<file path="config.mk">
export PLATFORM = sky130hd
export DESIGN_NAME = spi_slave_port
export DESIGN_NICKNAME = d
export VERILOG_FILES = /design/src/rtl/spis_pkg.sv /design/src/rtl/spis_sync.sv /design/src/rtl/spis_edge.sv /design/src/rtl/spis_shifter.sv /design/src/rtl/spis_regs.sv /design/src/rtl/spi_slave_port.sv
export SDC_FILE = /design/constraint.sdc
export NUM_CORES = 1
export LEC_CHECK = 0
export ABC_AREA = 1
export BUFFER_PORTS_ARGS = -buffer_cell sky130_fd_sc_hd__buf_2
export CAP_MARGIN = 20
export CELL_PAD_IN_SITES_DETAIL_PLACEMENT = 1
export CELL_PAD_IN_SITES_GLOBAL_PLACEMENT = 2
export CORE_UTILIZATION = 33
export CTS_CLUSTER_DIAMETER = 60
export DETAILED_ROUTE_END_ITERATION = 6
export MAX_ROUTING_LAYER = met4
export PLACE_DENSITY_LB_ADDON = 0.25
export RECOVER_POWER = 25
export REMOVE_ABC_BUFFERS = 1
export SLEW_MARGIN = 10
export SYNTH_ARGS = -nofsm -noshare
export SYNTH_HDL_FRONTEND = slang
export SYNTH_SLANG_ARGS = --single-unit
</file>
<file path="constraint.sdc">
create_clock -name clk -period 2.1 [get_ports clk]
set_clock_uncertainty 0.2 [all_clocks]
set_input_delay 0.105 -clock clk [delete_from_list [all_inputs] [get_ports clk]]
set_output_delay 0.105 -clock clk [all_outputs]
set_load 0.03 [all_outputs]
</file>
<file path="src/rtl/spis_pkg.sv">
// Shared constants for the SPI slave port: register addresses and bit positions.
package spis_pkg;
    localparam int ADDR_W = 2;

    typedef enum logic [ADDR_W-1:0] {
        REG_DATA = 2'd0,
        REG_CTRL = 2'd1,
        REG_STAT = 2'd2
    } reg_addr_e;

    localparam int CTL_EN   = 0;
    localparam int CTL_CPOL = 1;
    localparam int CTL_CPHA = 2;

    localparam int ST_DONE = 0;
    localparam int ST_WCOL = 1;
    localparam int ST_OVF  = 2;
endpackage

</file>
<file path="src/rtl/spis_sync.sv">
// Multi-stage synchronizer for asynchronous inputs.
// Assumes each input bit is independent, or is allowed one cycle of skew.
module spis_sync #(
    parameter int              WIDTH   = 3,
    parameter int              STAGES  = 2,
    parameter logic [WIDTH-1:0] RST_VAL = '0
) (
    input  logic             clk,
    input  logic             rst_n,
    input  logic [WIDTH-1:0] d,
    output logic [WIDTH-1:0] q
);
    logic [WIDTH-1:0] stage_q [STAGES];

    // Shift the inputs through the flop chain.
    always_ff @(posedge clk) begin
        if (!rst_n) begin
            for (int i = 0; i < STAGES; i++) stage_q[i] <= RST_VAL;
        end else begin
            stage_q[0] <= d;
            for (int i = 1; i < STAGES; i++) stage_q[i] <= stage_q[i-1];
        end
    end

    assign q = stage_q[STAGES-1];
endmodule

</file>
<file path="src/rtl/spis_edge.sv">
// Edge detector on the synchronized serial clock and select.
// The leading and trailing edges are mapped through the clock polarity.
// Assumes the serial clock rests at the polarity level between bytes.
module spis_edge (
    input  logic clk,
    input  logic rst_n,
    input  logic sck_s,
    input  logic ss_n_s,
    input  logic cpol,
    output logic lead,
    output logic trail,
    output logic ss_fall
);
    logic sck_q;
    logic ss_q;
    logic rise;
    logic fall;

    // Keep the previous samples for edge detection.
    always_ff @(posedge clk) begin
        if (!rst_n) begin
            sck_q <= 1'b0;
            ss_q  <= 1'b1;
        end else begin
            sck_q <= sck_s;
            ss_q  <= ss_n_s;
        end
    end

    // Classify edges as leading or trailing for the selected polarity.
    always_comb begin
        rise    = sck_s & ~sck_q;
        fall    = ~sck_s & sck_q;
        lead    = cpol ? fall : rise;
        trail   = cpol ? rise : fall;
        ss_fall = ss_q & ~ss_n_s;
    end
endmodule

</file>
<file path="src/rtl/spis_shifter.sv">
// Serial shift engine: bit counter, transmit shifter and receive shifter.
// With phase 0 it samples on leading edges, shifts on trailing edges, and
// holds after each byte until select is released.
// With phase 1 it loads or shifts on leading edges and samples on trailing edges.
// Assumes DATA_W >= 2.
module spis_shifter #(
    parameter int DATA_W = 8
) (
    input  logic              clk,
    input  logic              rst_n,
    input  logic              en,
    input  logic              cpha,
    input  logic              lead,
    input  logic              trail,
    input  logic              ss_fall,
    input  logic              ss_n_s,
    input  logic              mosi_s,
    input  logic [DATA_W-1:0] tx_data,
    output logic              miso,
    output logic              done_pulse,
    output logic [DATA_W-1:0] rx_byte,
    output logic              mid_frame
);
    localparam int              CNT_W = (DATA_W > 2) ? $clog2(DATA_W) : 1;
    localparam logic [CNT_W-1:0] LAST  = CNT_W'(DATA_W - 1);

    logic [CNT_W-1:0]  cnt;
    logic              hold;
    logic [DATA_W-1:0] tx_sh;
    logic [DATA_W-2:0] rx_sh;
    logic              sample_edge;
    logic              shift_edge;
    logic              active;

    // Choose which edge samples and which edge shifts, and gate on activity.
    always_comb begin
        sample_edge = cpha ? trail : lead;
        shift_edge  = cpha ? lead : trail;
        active      = en & ~ss_n_s & ~ss_fall & ~hold;
    end

    // Bit counter and the phase-0 end-of-byte hold.
    always_ff @(posedge clk) begin
        if (!rst_n) begin
            cnt  <= '0;
            hold <= 1'b0;
        end else if (!en || ss_n_s || ss_fall) begin
            cnt  <= '0;
            hold <= 1'b0;
        end else if (active && sample_edge) begin
            if (cnt == LAST) begin
                cnt  <= '0;
                hold <= ~cpha;
            end else begin
                cnt <= cnt + 1'b1;
            end
        end
    end

    // Transmit shifter: load at byte start, then move one bit per shift edge.
    always_ff @(posedge clk) begin
        if (!rst_n) begin
            tx_sh <= '0;
        end else if (en && ss_fall) begin
            tx_sh <= tx_data;
        end else if (active && shift_edge) begin
            if (cpha && cnt == '0) tx_sh <= tx_data;
            else                   tx_sh <= {tx_sh[DATA_W-2:0], 1'b0};
        end
    end

    // Receive shifter: capture one bit per sample edge.
    always_ff @(posedge clk) begin
        if (!rst_n) begin
            rx_sh <= '0;
        end else if (active && sample_edge) begin
            if (DATA_W > 2) rx_sh <= {rx_sh[DATA_W-3:0], mosi_s};
            else            rx_sh <= mosi_s;
        end
    end

    // Outputs: current transmit bit, byte completion and the collision window.
    always_comb begin
        miso       = tx_sh[DATA_W-1];
        done_pulse = active & sample_edge & (cnt == LAST);
        rx_byte    = {rx_sh, mosi_s};
        mid_frame  = en & ~ss_n_s & (~cpha | (cnt != '0));
    end
endmodule

</file>
<file path="src/rtl/spis_regs.sv">
// Register file: control word, transmit holding register, receive read register
// and the sticky status flags.
// Hardware set wins over a software clear in the same cycle.
// Assumes DATA_W >= 3, so the control and status bits fit.
module spis_regs import spis_pkg::*; #(
    parameter int DATA_W = 8
) (
    input  logic              clk,
    input  logic              rst_n,
    input  logic [ADDR_W-1:0] reg_addr,
    input  logic              reg_wr,
    input  logic              reg_rd,
    input  logic [DATA_W-1:0] reg_wdata,
    output logic [DATA_W-1:0] reg_rdata,
    input  logic              done_pulse,
    input  logic [DATA_W-1:0] rx_byte,
    input  logic              mid_frame,
    output logic              en_o,
    output logic              cpol_o,
    output logic              cpha_o,
    output logic [DATA_W-1:0] tx_buf_o,
    output logic [DATA_W-1:0] rd_buf_o,
    output logic              st_done_o,
    output logic              st_wcol_o,
    output logic              st_ovf_o
);
    logic wr_data;
    logic wr_ctrl;
    logic wr_stat;
    logic rd_data;

    // Decode the register strobes.
    always_comb begin
        wr_data = reg_wr && (reg_addr == REG_DATA);
        wr_ctrl = reg_wr && (reg_addr == REG_CTRL);
        wr_stat = reg_wr && (reg_addr == REG_STAT);
        rd_data = reg_rd && (reg_addr == REG_DATA);
    end

    // Control word; polarity is locked while the port is enabled.
    always_ff @(posedge clk) begin
        if (!rst_n) begin
            en_o   <= 1'b0;
            cpol_o <= 1'b0;
            cpha_o <= 1'b0;
        end else if (wr_ctrl) begin
            en_o   <= reg_wdata[CTL_EN];
            cpha_o <= reg_wdata[CTL_CPHA];
            if (!en_o) cpol_o <= reg_wdata[CTL_CPOL];
        end
    end

    // Transmit holding register; a write inside a frame is dropped.
    always_ff @(posedge clk) begin
        if (!rst_n) begin
            tx_buf_o <= '0;
        end else if (wr_data && !mid_frame) begin
            tx_buf_o <= reg_wdata;
        end
    end

    // Receive read register; it takes a new byte only when it is free.
    always_ff @(posedge clk) begin
        if (!rst_n) begin
            rd_buf_o <= '0;
        end else if (done_pulse && !st_done_o) begin
            rd_buf_o <= rx_byte;
        end
    end

    // Sticky flags: software clears first, hardware sets last.
    always_ff @(posedge clk) begin
        if (!rst_n) begin
            st_done_o <= 1'b0;
            st_wcol_o <= 1'b0;
            st_ovf_o  <= 1'b0;
        end else begin
            if (wr_stat) begin
                if (reg_wdata[ST_DONE]) st_done_o <= 1'b0;
                if (reg_wdata[ST_WCOL]) st_wcol_o <= 1'b0;
                if (reg_wdata[ST_OVF])  st_ovf_o  <= 1'b0;
            end
            if (rd_data) begin
                st_done_o <= 1'b0;
                st_ovf_o  <= 1'b0;
            end
            if (wr_data && mid_frame) st_wcol_o <= 1'b1;
            if (done_pulse) begin
                if (st_done_o) st_ovf_o  <= 1'b1;
                else           st_done_o <= 1'b1;
            end
        end
    end

    // Read multiplexer.
    always_comb begin
        reg_rdata = '0;
        case (reg_addr)
            REG_DATA: reg_rdata = rd_buf_o;
            REG_CTRL: begin
                reg_rdata[CTL_EN]   = en_o;
                reg_rdata[CTL_CPOL] = cpol_o;
                reg_rdata[CTL_CPHA] = cpha_o;
            end
            REG_STAT: begin
                reg_rdata[ST_DONE] = st_done_o;
                reg_rdata[ST_WCOL] = st_wcol_o;
                reg_rdata[ST_OVF]  = st_ovf_o;
            end
            default: reg_rdata = '0;
        endcase
    end
endmodule

</file>
<file path="src/rtl/spi_slave_port.sv">
// SPI slave port top: synchronizers, edge detector, shift engine and register file.
// Assumes the system clock runs at least four times faster than the serial clock.
module spi_slave_port import spis_pkg::*; #(
    parameter int DATA_W      = 8,
    parameter int SYNC_STAGES = 2
) (
    input  logic              clk,
    input  logic              rst_n,
    input  logic [ADDR_W-1:0] reg_addr,
    input  logic              reg_wr,
    input  logic              reg_rd,
    input  logic [DATA_W-1:0] reg_wdata,
    output logic [DATA_W-1:0] reg_rdata,
    input  logic              sck_i,
    input  logic              ss_n_i,
    input  logic              mosi_i,
    output logic              miso_o,
    output logic              miso_oe_o
);
    logic              sck_s, ss_n_s, mosi_s;
    logic              lead, trail, ss_fall;
    logic              en_q, cpol_q, cpha_q;
    logic [DATA_W-1:0] tx_buf, rd_buf, rx_byte;
    logic              done_pulse, mid_frame;
    logic              st_done, st_wcol, st_ovf;

    spis_sync #(.WIDTH(3), .STAGES(SYNC_STAGES), .RST_VAL(3'b010)) u_sync (
        .clk   (clk),
        .rst_n (rst_n),
        .d     ({sck_i, ss_n_i, mosi_i}),
        .q     ({sck_s, ss_n_s, mosi_s})
    );

    spis_edge u_edge (
        .clk     (clk),
        .rst_n   (rst_n),
        .sck_s   (sck_s),
        .ss_n_s  (ss_n_s),
        .cpol    (cpol_q),
        .lead    (lead),
        .trail   (trail),
        .ss_fall (ss_fall)
    );

    spis_shifter #(.DATA_W(DATA_W)) u_shift (
        .clk        (clk),
        .rst_n      (rst_n),
        .en         (en_q),
        .cpha       (cpha_q),
        .lead       (lead),
        .trail      (trail),
        .ss_fall    (ss_fall),
        .ss_n_s     (ss_n_s),
        .mosi_s     (mosi_s),
        .tx_data    (tx_buf),
        .miso       (miso_o),
        .done_pulse (done_pulse),
        .rx_byte    (rx_byte),
        .mid_frame  (mid_frame)
    );

    spis_regs #(.DATA_W(DATA_W)) u_regs (
        .clk        (clk),
        .rst_n      (rst_n),
        .reg_addr   (reg_addr),
        .reg_wr     (reg_wr),
        .reg_rd     (reg_rd),
        .reg_wdata  (reg_wdata),
        .reg_rdata  (reg_rdata),
        .done_pulse (done_pulse),
        .rx_byte    (rx_byte),
        .mid_frame  (mid_frame),
        .en_o       (en_q),
        .cpol_o     (cpol_q),
        .cpha_o     (cpha_q),
        .tx_buf_o   (tx_buf),
        .rd_buf_o   (rd_buf),
        .st_done_o  (st_done),
        .st_wcol_o  (st_wcol),
        .st_ovf_o   (st_ovf)
    );

    // Drive the data line only while this slave is enabled and selected.
    always_comb miso_oe_o = en_q & ~ss_n_s;
endmodule

</file>
# After elaboration in Yosys (flattened, before gate mapping)
# Memories as Yosys holds them, arrays and structs flattened.
# Cells that the tools add are included.
dict set report word_totals {
  reg_bits 43
  latchBits 0
  ramBits 6
  mem_bits_ro 0
  inputBits 17
  out_inout_bits 10
  wordCells 92
  memories 1
}
# memory words word_bits read_ports rd_ports_with_merged_regs wr line
set mem_list {}
lappend mem_list {u_sync.stage_q 2 3 2 0 2 spis_sync.sv:13} ;# logic [WIDTH-1:0] stage_q [STAGES];
dict set report op_classes {
  n_addsub 1
  mul 0
  div_mod_pow 0
  n_lt_le_gt_ge 0
  eq_ne 3
  shift 0
  mux 27
  bitwise_logic 20
  n_reduce_logical 26
}
# cell n
set ops {}
lappend ops {{8-bit two-way mux} 3}
lappend ops {{1-bit two-way mux} 19}
lappend ops {{1-bit logical AND} 11}
lappend ops {{1-bit bitwise AND} 9}
lappend ops {{3-bit two-way mux} 3}
lappend ops {{3-bit one-hot mux with 3 select lines} 1}
lappend ops {{1-bit NOT} 8}
lappend ops {{2-bit AND reduction} 3}
lappend ops {{2-bit nonzero test} 3}
lappend ops {{5-bit two-way mux} 1}
lappend ops {{3-bit by 1-bit adder with 3-bit output, second input constant} 1}
lappend ops {{3-bit == test, second input constant} 1}
lappend ops {{1-bit zero test} 3}
lappend ops {{3-bit zero test} 1}
lappend ops {{1-bit bitwise OR} 3}
lappend ops {{3-bit nonzero test} 1}
lappend ops {{2-bit by 1-bit == test with 1-bit output, second input constant} 1}
lappend ops {{2-bit == test, second input constant} 1}
lappend ops {{2-bit zero test} 1}
lappend ops {{1-bit logical OR} 2}
lappend ops {{2-bit OR reduction} 1}

# Logic depth before layout (Yosys ltp)
# Gate-level depths: netlist of the first run.
dict set report logic_depth {
  ltp_word 8
  ltp_mapped 9
  mapped_depth_nobuf 8
}

# Modules after synthesis
# Synthesis of the first run repeated with hierarchy kept, for this count alone.
dict set report unflattened {
  hier_cells 337
  area_unflattened_um2 2313.5
}
# module instances cells_per_inst area_each_um2 seq_area_each_um2
set modules_own_cells {}
lappend modules_own_cells {spis_shifter 1 152 1008.5 380.4}
lappend modules_own_cells {spis_regs 1 145 1006.0 440.4}
lappend modules_own_cells {spis_sync 1 21 187.7 120.1}
lappend modules_own_cells {spis_edge 1 17 101.3 40.0}
lappend modules_own_cells {spi_slave_port 1 2 10.0 0.0}

# Worst setup path after synthesis of the first run
# OpenSTA, ideal clock, no wires.
dict set report synth_timing {
  path_kind {register to register}
  startpoint {register u_shift.cnt[0]}
  endpoint {register u_regs.rd_buf_o[0]}
  setup_time_ns 0.064
  t_arrival_ns 1.332
  required_ns 1.836
  setup_slack_ns 0.504
  stages_incl_launch_ff 8
  path_buffers 1
  period_less_slack_ns 1.596
  cell_sequence {dfxtp_1 ha_1 ha_1 clkbuf_1 nand4_1 nor2_4 nor2_1 nor2_1}
}
dict set report synth_between {
  elab_chain_len 3
}
# item line
set synth_lines {}
lappend synth_lines {{from (decl)} spis_shifter.sv:27} ;# logic [CNT_W-1:0] cnt;
lappend synth_lines {{from (signal assigned)} spis_shifter.sv:55} ;# cnt <= cnt + 1'b1;
lappend synth_lines {{3-bit == test} spis_shifter.sv:85} ;# done_pulse = active & sample_edge & (cnt == LAST);
lappend synth_lines {{1-bit bitwise AND} spis_shifter.sv:85}
lappend synth_lines {{1-bit logical AND} spis_regs.sv:66} ;# end else if (done_pulse && !st_done_o) begin
lappend synth_lines {{to (signal assigned)} spis_regs.sv:67} ;# rd_buf_o <= rx_byte;
lappend synth_lines {{to (decl)} spis_regs.sv:22} ;# output logic [DATA_W-1:0] rd_buf_o,
# No other way between the ends.
# A chain may end at the register's enable or synchronous reset.

# Worst setup path in the final report of the first run
dict set report layout_timing {
  startpoint {register u_shift.cnt[0]}
  endpoint {register u_regs.rd_buf_o[7]}
}
# Same word-level chain as after synthesis.

==> results of run 1 <==
-- final cells by class --
cell class	instances	area, µm²	area share [%]
repair buffers	42	279	10.7
clock inverters	3	17.5	0.674
clock buffers	5	68.8	2.65
flip-flops and latches	49	981	37.7
inverters	39	146	5.63
multi-input cells	195	1010	38.9
well taps	77	96.3	3.71
-- power by group --
| part | switching, µW | leakage (µW) | internal, µW |
|---|---|---|---|
| sequential | 12.2 | 0.000398 | 947 |
| clock | 322 | 0.0000439 | 231 |
| combinational | 79.4 | 0.000613 | 56.8 |
| total | 413 | 0.00105 | 1230 |
-- cells in the mapped netlist --
cell / number
clkbuf_1: 4
buf_1: 1
clkinv_1: 1
nand2_4: 3
ha_1: 3
o211ai_1: 4
buf_2: 1
a22oi_1: 1
nand2_2: 1
a21oi_1: 18
buf_6: 2
o21ai_1: 4
nand3_4: 1
nand2_1: 38
nand3_2: 3
nor2_1: 52
nand4_1: 11
inv_1: 31
or2_2: 2
nand3b_4: 1
nor2_4: 5
nand3_1: 27
dfxtp_1: 49
inv_2: 7
o21ai_0: 19
a21oi_2: 1
nor2_2: 1
-- critical path, delay by kind of cell, from the launching register on --
family	cells	cell delay [ns]
AND/OR/NAND/NOR	4	0.60
flip-flops	1	0.36
adder cells (fa/ha/maj)	2	0.52
-- per-stage QoR --
step,std cells,utilization (%),setup WS (ns)
2_1_floorplan,283,-,0.610
3_3_place_gp,387,37.2,0.375
3_5_place_dp,387,37.2,0.375
4_1_cts,410,40.9,0.337
5_1_grt,410,40.7,0.200
6_report,410,40.7,0.363
-- per-layer routing --
metal | global-route usage (%) | vias to the layer above | part of all wire (%)
met2 | 26.4 | 21 | 45
met4 | 5.08 | 0 | 1.2
met3 | 3.28 | 6 | 2.3
met5 | - | - | 0
li1 | - | 1025 | -
met1 | 21.7 | 880 | 51
-- cells in the final DEF, fill, tap and decap left out, types with 2 or more instances in the layout --
cell and n:
nand4_1 11, nor2_4 5, nand2_4 3, o21ai_0 19, inv_1 31, nand2_1 38, ha_1 3, clkinv_2 2
o21ai_1 4, nand3_2 3, buf_2 21, nand3_1 27, inv_2 7, clkbuf_8 5, or2_2 2, nor2_1 53
dlygate4sd3_1 15, o211ai_1 4, a21oi_1 18, dfxtp_1 49, clkbuf_1 5
-- registers in the layout, summed over array words and instances (netlist names) --
signal            flops
u_regs.rd_buf_o       8
u_shift.tx_sh         8
u_regs.en_o           1
u_regs.st_ovf_o       1
u_edge.ss_q           1
u_shift.rx_sh         7
u_shift.hold          1
u_regs.tx_buf_o       8
u_shift.cnt           3
u_sync.stage_q        6
u_edge.sck_q          1
u_regs.st_wcol_o      1
u_regs.st_done_o      1
u_regs.cpol_o         1
u_regs.cpha_o         1
-- worst paths after layout --
kind	start	endpoint	slack, ns	cells past startpoint
min reg2reg	u_sync.stage_q[0][0]	u_sync.stage_q[0][3]	0.22	2
max reg2reg	u_shift.cnt[0]	u_regs.rd_buf_o[7]	0.36	6
min	reg_addr[1]	u_regs.st_ovf_o	0.05	4
max	u_shift.cnt[0]	u_regs.rd_buf_o[7]	0.36	6
-- cells by family after synthesis --
group                      count (synthesis)  synth area share (%)
and+or+nand+nor                          145                  33.1
AOI/OAI and AO/OA                         47                  11.5
buffers and inverters                     47                  8.81
adders and majority gates                  3                  1.72
DFF                                       49                  44.9
-- repair_timing --
item                                    4_1_cts  5_1_grt
endpoints found under the hold margin        17        0
hold buffers                                 15        0
buffers inserted                              0        0
endpoints found under the setup margin        0        0
==> results.py, run 1 <==
metrics = {
    "critical_path": {
        "cp_max_fo": 10,
        "crit_path_top_delay_cell": "dfxtp_1",
        "cp.required_ns": 2.14,
        "cpPeakStageDelay_ns": 0.36,
        "arrival_ns": 1.78,
        "crit_type": "flip-flop to flip-flop",
        "start_kind": "flip-flop",
        "worstPathCellList": "ha_1 -> ha_1 -> nand4_1 -> nor2_4 -> nor2_1 -> nor2_1",
        "end_kind": "flip-flop",
    },
    "final_layout": {
        "num-fill-cells": 832,
        "diodes": 0,
        "area_growth_pct": 18.9,
        "final_layout_size_suffix_gt1_share_pct": 16.2,
        "final_area_um2": 2600,
        "layout.nets": 352,
    },
    "global_route": {
        "antenna_found_initial": 0,
        "track_usage_pct": 16.7,
        "grt_pass1_vias": 1943,
        "grt_overflow": 0,
        "grt_max_degree": 40,
        "grt_pass1_wl_mm": 9.12,
    },
    "die": {
        "die_area_um2": 6960,
        "num_io_pins": 27,
        "floorplan.initialDensity_pct": 34.2,
        "coreArea_um2": 6390,
        "die_h_um": 83.4,
        "rows": 29,
        "die_x_um": 83.4,
    },
    "yosys": {
        "synth_area_um2": 2190,
        "yosysSeqAreaShare_pct": 44.9,
        "syn_area_per_cell_um2": 7.52,
        "synthTopCellsByArea": "dfxtp_1, nor2_1, nand2_1, nand3_1, inv_1",
        "synth_cell_types": 27,
        "yosys_warnings": 0,
        "ys_ff_latch": 49,
        "synthCells": 291,
        "synth_top_area_share_pct": 44.9,
        "yosys.area.top_type": "dfxtp_1",
    },
    "placement": {
        "postPlaceCellArea_um2": 2370,
        "numPortBuffers": 26,
        "dpl.hpwl_mm": 3.72,
        "finalWeightedCongestion": 0.731,
    },
    "detailed_routing": {
        "avgViaCountPerCell": 4.71,
        "drt-initial-drc-count": 42,
        "antenna_left": 0,
        "drcViolationCount": 0,
        "drt_first_pass_iters": 4,
        "dr_total_vias": 1932,
        "routedWlPerCell_um": 12.7,
        "wl_mm": 5.22,
    },
    "pwr": {
        "p_leak_uw": 0.00105,
        "powerDensity_nw_per_um2": 634,
        "ir_drop_uv": 301,
        "power_uw": 1650,
    },
    "clock_network": {
        "cts_sinks": 49,
        "max-clock-path-buffers": 2,
        "htreeDepth": 2,
        "post_cts_resized": 0,
        "insertion_delay_ns": 0.30,
        "cts_root_buf": "clkbuf_8",
        "clkSlewWorstSetupHoldPaths_ns": 0.09,
        "numCtsBuffers": 5,
        "cts_tree": "done",
    },
    "hold_path": {
        "min_path_type": "primary input to flip-flop",
    },
    "timing": {
        "tns_ns": 0,
        "fin_crit_sh_pct": 82.7,
        "setup_viol": 0,
        "timing.hold.ws_ns": 0.0491,
        "max_slew.worst_pin.slew_ns": 0.730,
        "max_freq_mhz": 576,
        "slew_violations": 0,
        "slew_headroom_pct": 51.3,
        "rsz0062_at_grt": "no",
        "hold_violations": 0,
        "post-route-min-period_ns": 1.74,
    },
    "outcome": {
        "status": "finished, final reports clean",
    },
    "flow_run": {
        "maxCapViolations": 0,
    },
}
No activity file was read; power rests on OpenSTA's default activity.
==> inputs of run 2 (changes only) <==
- clock period: 2.1 -> 1.65 ns (I/O delays scaled with it)
==> results.py, run 2 (synthesis results as in run 1) <==
metrics = {
    "outcome": {
        "status": "finished, final reports clean",
    },
    "detailed_routing": {
        "drt_first_pass_iters": 4,
        "avgViaCountPerCell": 4.76,
        "wl_mm": 5.36,
        "routedWlPerCell_um": 12.8,
        "antenna_left": 0,
        "drt-initial-drc-count": 80,
        "dr_total_vias": 1993,
        "drcViolationCount": 0,
    },
    "timing": {
        "max_slew.worst_pin.slew_ns": 0.377,
        "fin_crit_sh_pct": 96.4,
        "slew_headroom_pct": 74.9,
        "max_freq_mhz": 629,
        "tns_ns": 0,
        "setup_viol": 0,
        "rsz0062_at_grt": "yes",
        "post-route-min-period_ns": 1.59,
        "slew_violations": 0,
        "hold_violations": 0,
        "setup_ws_ns": 0.0592,
    },
    "final_layout": {
        "top_regs": "u_regs.rd_buf_o (8), u_regs.tx_buf_o (8), u_shift.tx_sh (8)",
        "diodes": 0,
        "area_growth_pct": 25.3,
        "final_area_um2": 2740,
        "fin_util_pct": 42.9,
        "layout.nets": 361,
        "layout_commonest_cell": "nor2_1",
        "layout_common_cells": "nor2_1, dfxtp_1, nand2_1, inv_1, nand3_1",
        "final_layout_size_suffix_gt1_share_pct": 21.9,
    },
    "critical_path": {
        "start_kind": "primary input",
        "cpPeakStageDelay_ns": 0.56,
        "cp_max_fo": 5,
        "reg2reg_depth": 4,
        "cp.required_ns": 1.69,
        "cpMostUsedCell": "dlygate4sd3_1",
        "worstPathCellList": "dlygate4sd3_1 -> buf_4 -> nand2_2 -> o21ai_1 -> a21oi_1 -> dlygate4sd3_1",
        "arrival_ns": 1.64,
        "crit_type": "primary input to flip-flop",
        "end_kind": "flip-flop",
        "crit_path_top_delay_cell": "dlygate4sd3_1",
    },
    "placement": {
        "numPortBuffers": 26,
        "postPlaceCellArea_um2": 2440,
        "finalWeightedCongestion": 0.811,
        "dpl.hpwl_mm": 3.89,
        "dp_slack_ns": 0.0985,
    },
    "pwr": {
        "powerDensity_nw_per_um2": 769,
        "power_uw": 2110,
        "ir_drop_uv": 519,
        "p_leak_uw": 0.00113,
    },
    "clock_network": {
        "cts_sinks": 49,
        "htreeDepth": 2,
        "insertion_delay_ns": 0.30,
        "numCtsBuffers": 5,
        "cts_tree": "done",
        "clkSlewWorstSetupHoldPaths_ns": 0.09,
        "max-clock-path-buffers": 2,
        "cts_root_buf": "clkbuf_8",
    },
    "global_route": {
        "grt_max_degree": 40,
        "grt_pass1_wl_mm": 9.29,
        "grt_overflow": 0,
        "antenna_found_initial": 0,
        "grt_pass1_vias": 2016,
        "track_usage_pct": 16.9,
    },
    "die": {
        "coreArea_um2": 6390,
        "die_x_um": 83.4,
        "die_area_um2": 6960,
        "die_h_um": 83.4,
        "num_io_pins": 27,
        "floorplan.initialDensity_pct": 34.2,
        "rows": 29,
    },
    "flow_run": {
        "maxCapViolations": 0,
    },
    "hold_path": {
        "min_path_type": "primary input to flip-flop",
        "holdPathStages": 4,
    },
}
[run 2: changes by cell type in the layout (fill, tap and decap cells not counted), sizes merged]
cell         before  now
buf              21   33
clkbuf           11    6
clkinvlp          1    0
nor2             58   59
dlygate4sd3      15   17
[run 2: final timing paths]
check | slack, ns | end | startpoint
setup reg to reg | 0.08 | u_regs.cpol_o | u_regs.en_o
hold / removal | 0.05 | u_regs.cpha_o | reg_addr[1]
setup / recovery | 0.06 | u_regs.en_o | reg_wr
hold reg to reg | 0.22 | u_sync.stage_q[0][4] | u_sync.stage_q[0][1]
[run 2: report_power, final]
part	leakage, µW	switching, µW	total [µW]	internal, µW
Clock	0.0000450	396	690	295
Sequential	0.000399	16.2	1220	1210
Combinational	0.000685	107	194	87.0
[run 2: what timing repair did]
item / 4_1_cts / 5_1_grt
gates resized for setup: 1 / 16
buffers inserted: 0 / 1
hold endpoints to repair: 17 / 0
pin swaps: 0 / 6
hold buffers: 17 / 0
gates cloned: 0 / 1
endpoints found under the setup margin: 1 / 20
[run 2: critical path: cells and delay by family]
kind	cells	cell delay [ns]
and+or+nand+nor	1	0.10
buffers and inverters	3	1.26
AOI/OAI and AO/OA	2	0.19
[run 2: routing by layer]
metal | wire, µm | GRT usage (%) | vias to the layer above
met1 | 2610 | 20.7 | 924
met5 | 0 | - | -
met3 | 147 | 3.88 | 5
met4 | 57 | 4.31 | 0
met2 | 2550 | 28.1 | 22
li1 | - | - | 1042
[run 2: final cells by class]
type,count,area [µm²]
clock buffer,6,72.6
clock inverter,2,10.0
fill,800,3650
inverter,39,149
multi-input combinational,196,1040
sequential,49,987
tap,77,96.3
timing repair buffer,50,383
[run 2: stage by stage]
step / instances / hold WS [ns]
finish: 419 / 0.0466
global route: 419 / 0.0925
CTS: 417 / 0.0538
detailed placement: 392 / 0.0711
global placement: 392 / 0.0691
floorplan: 283 / -0.0485
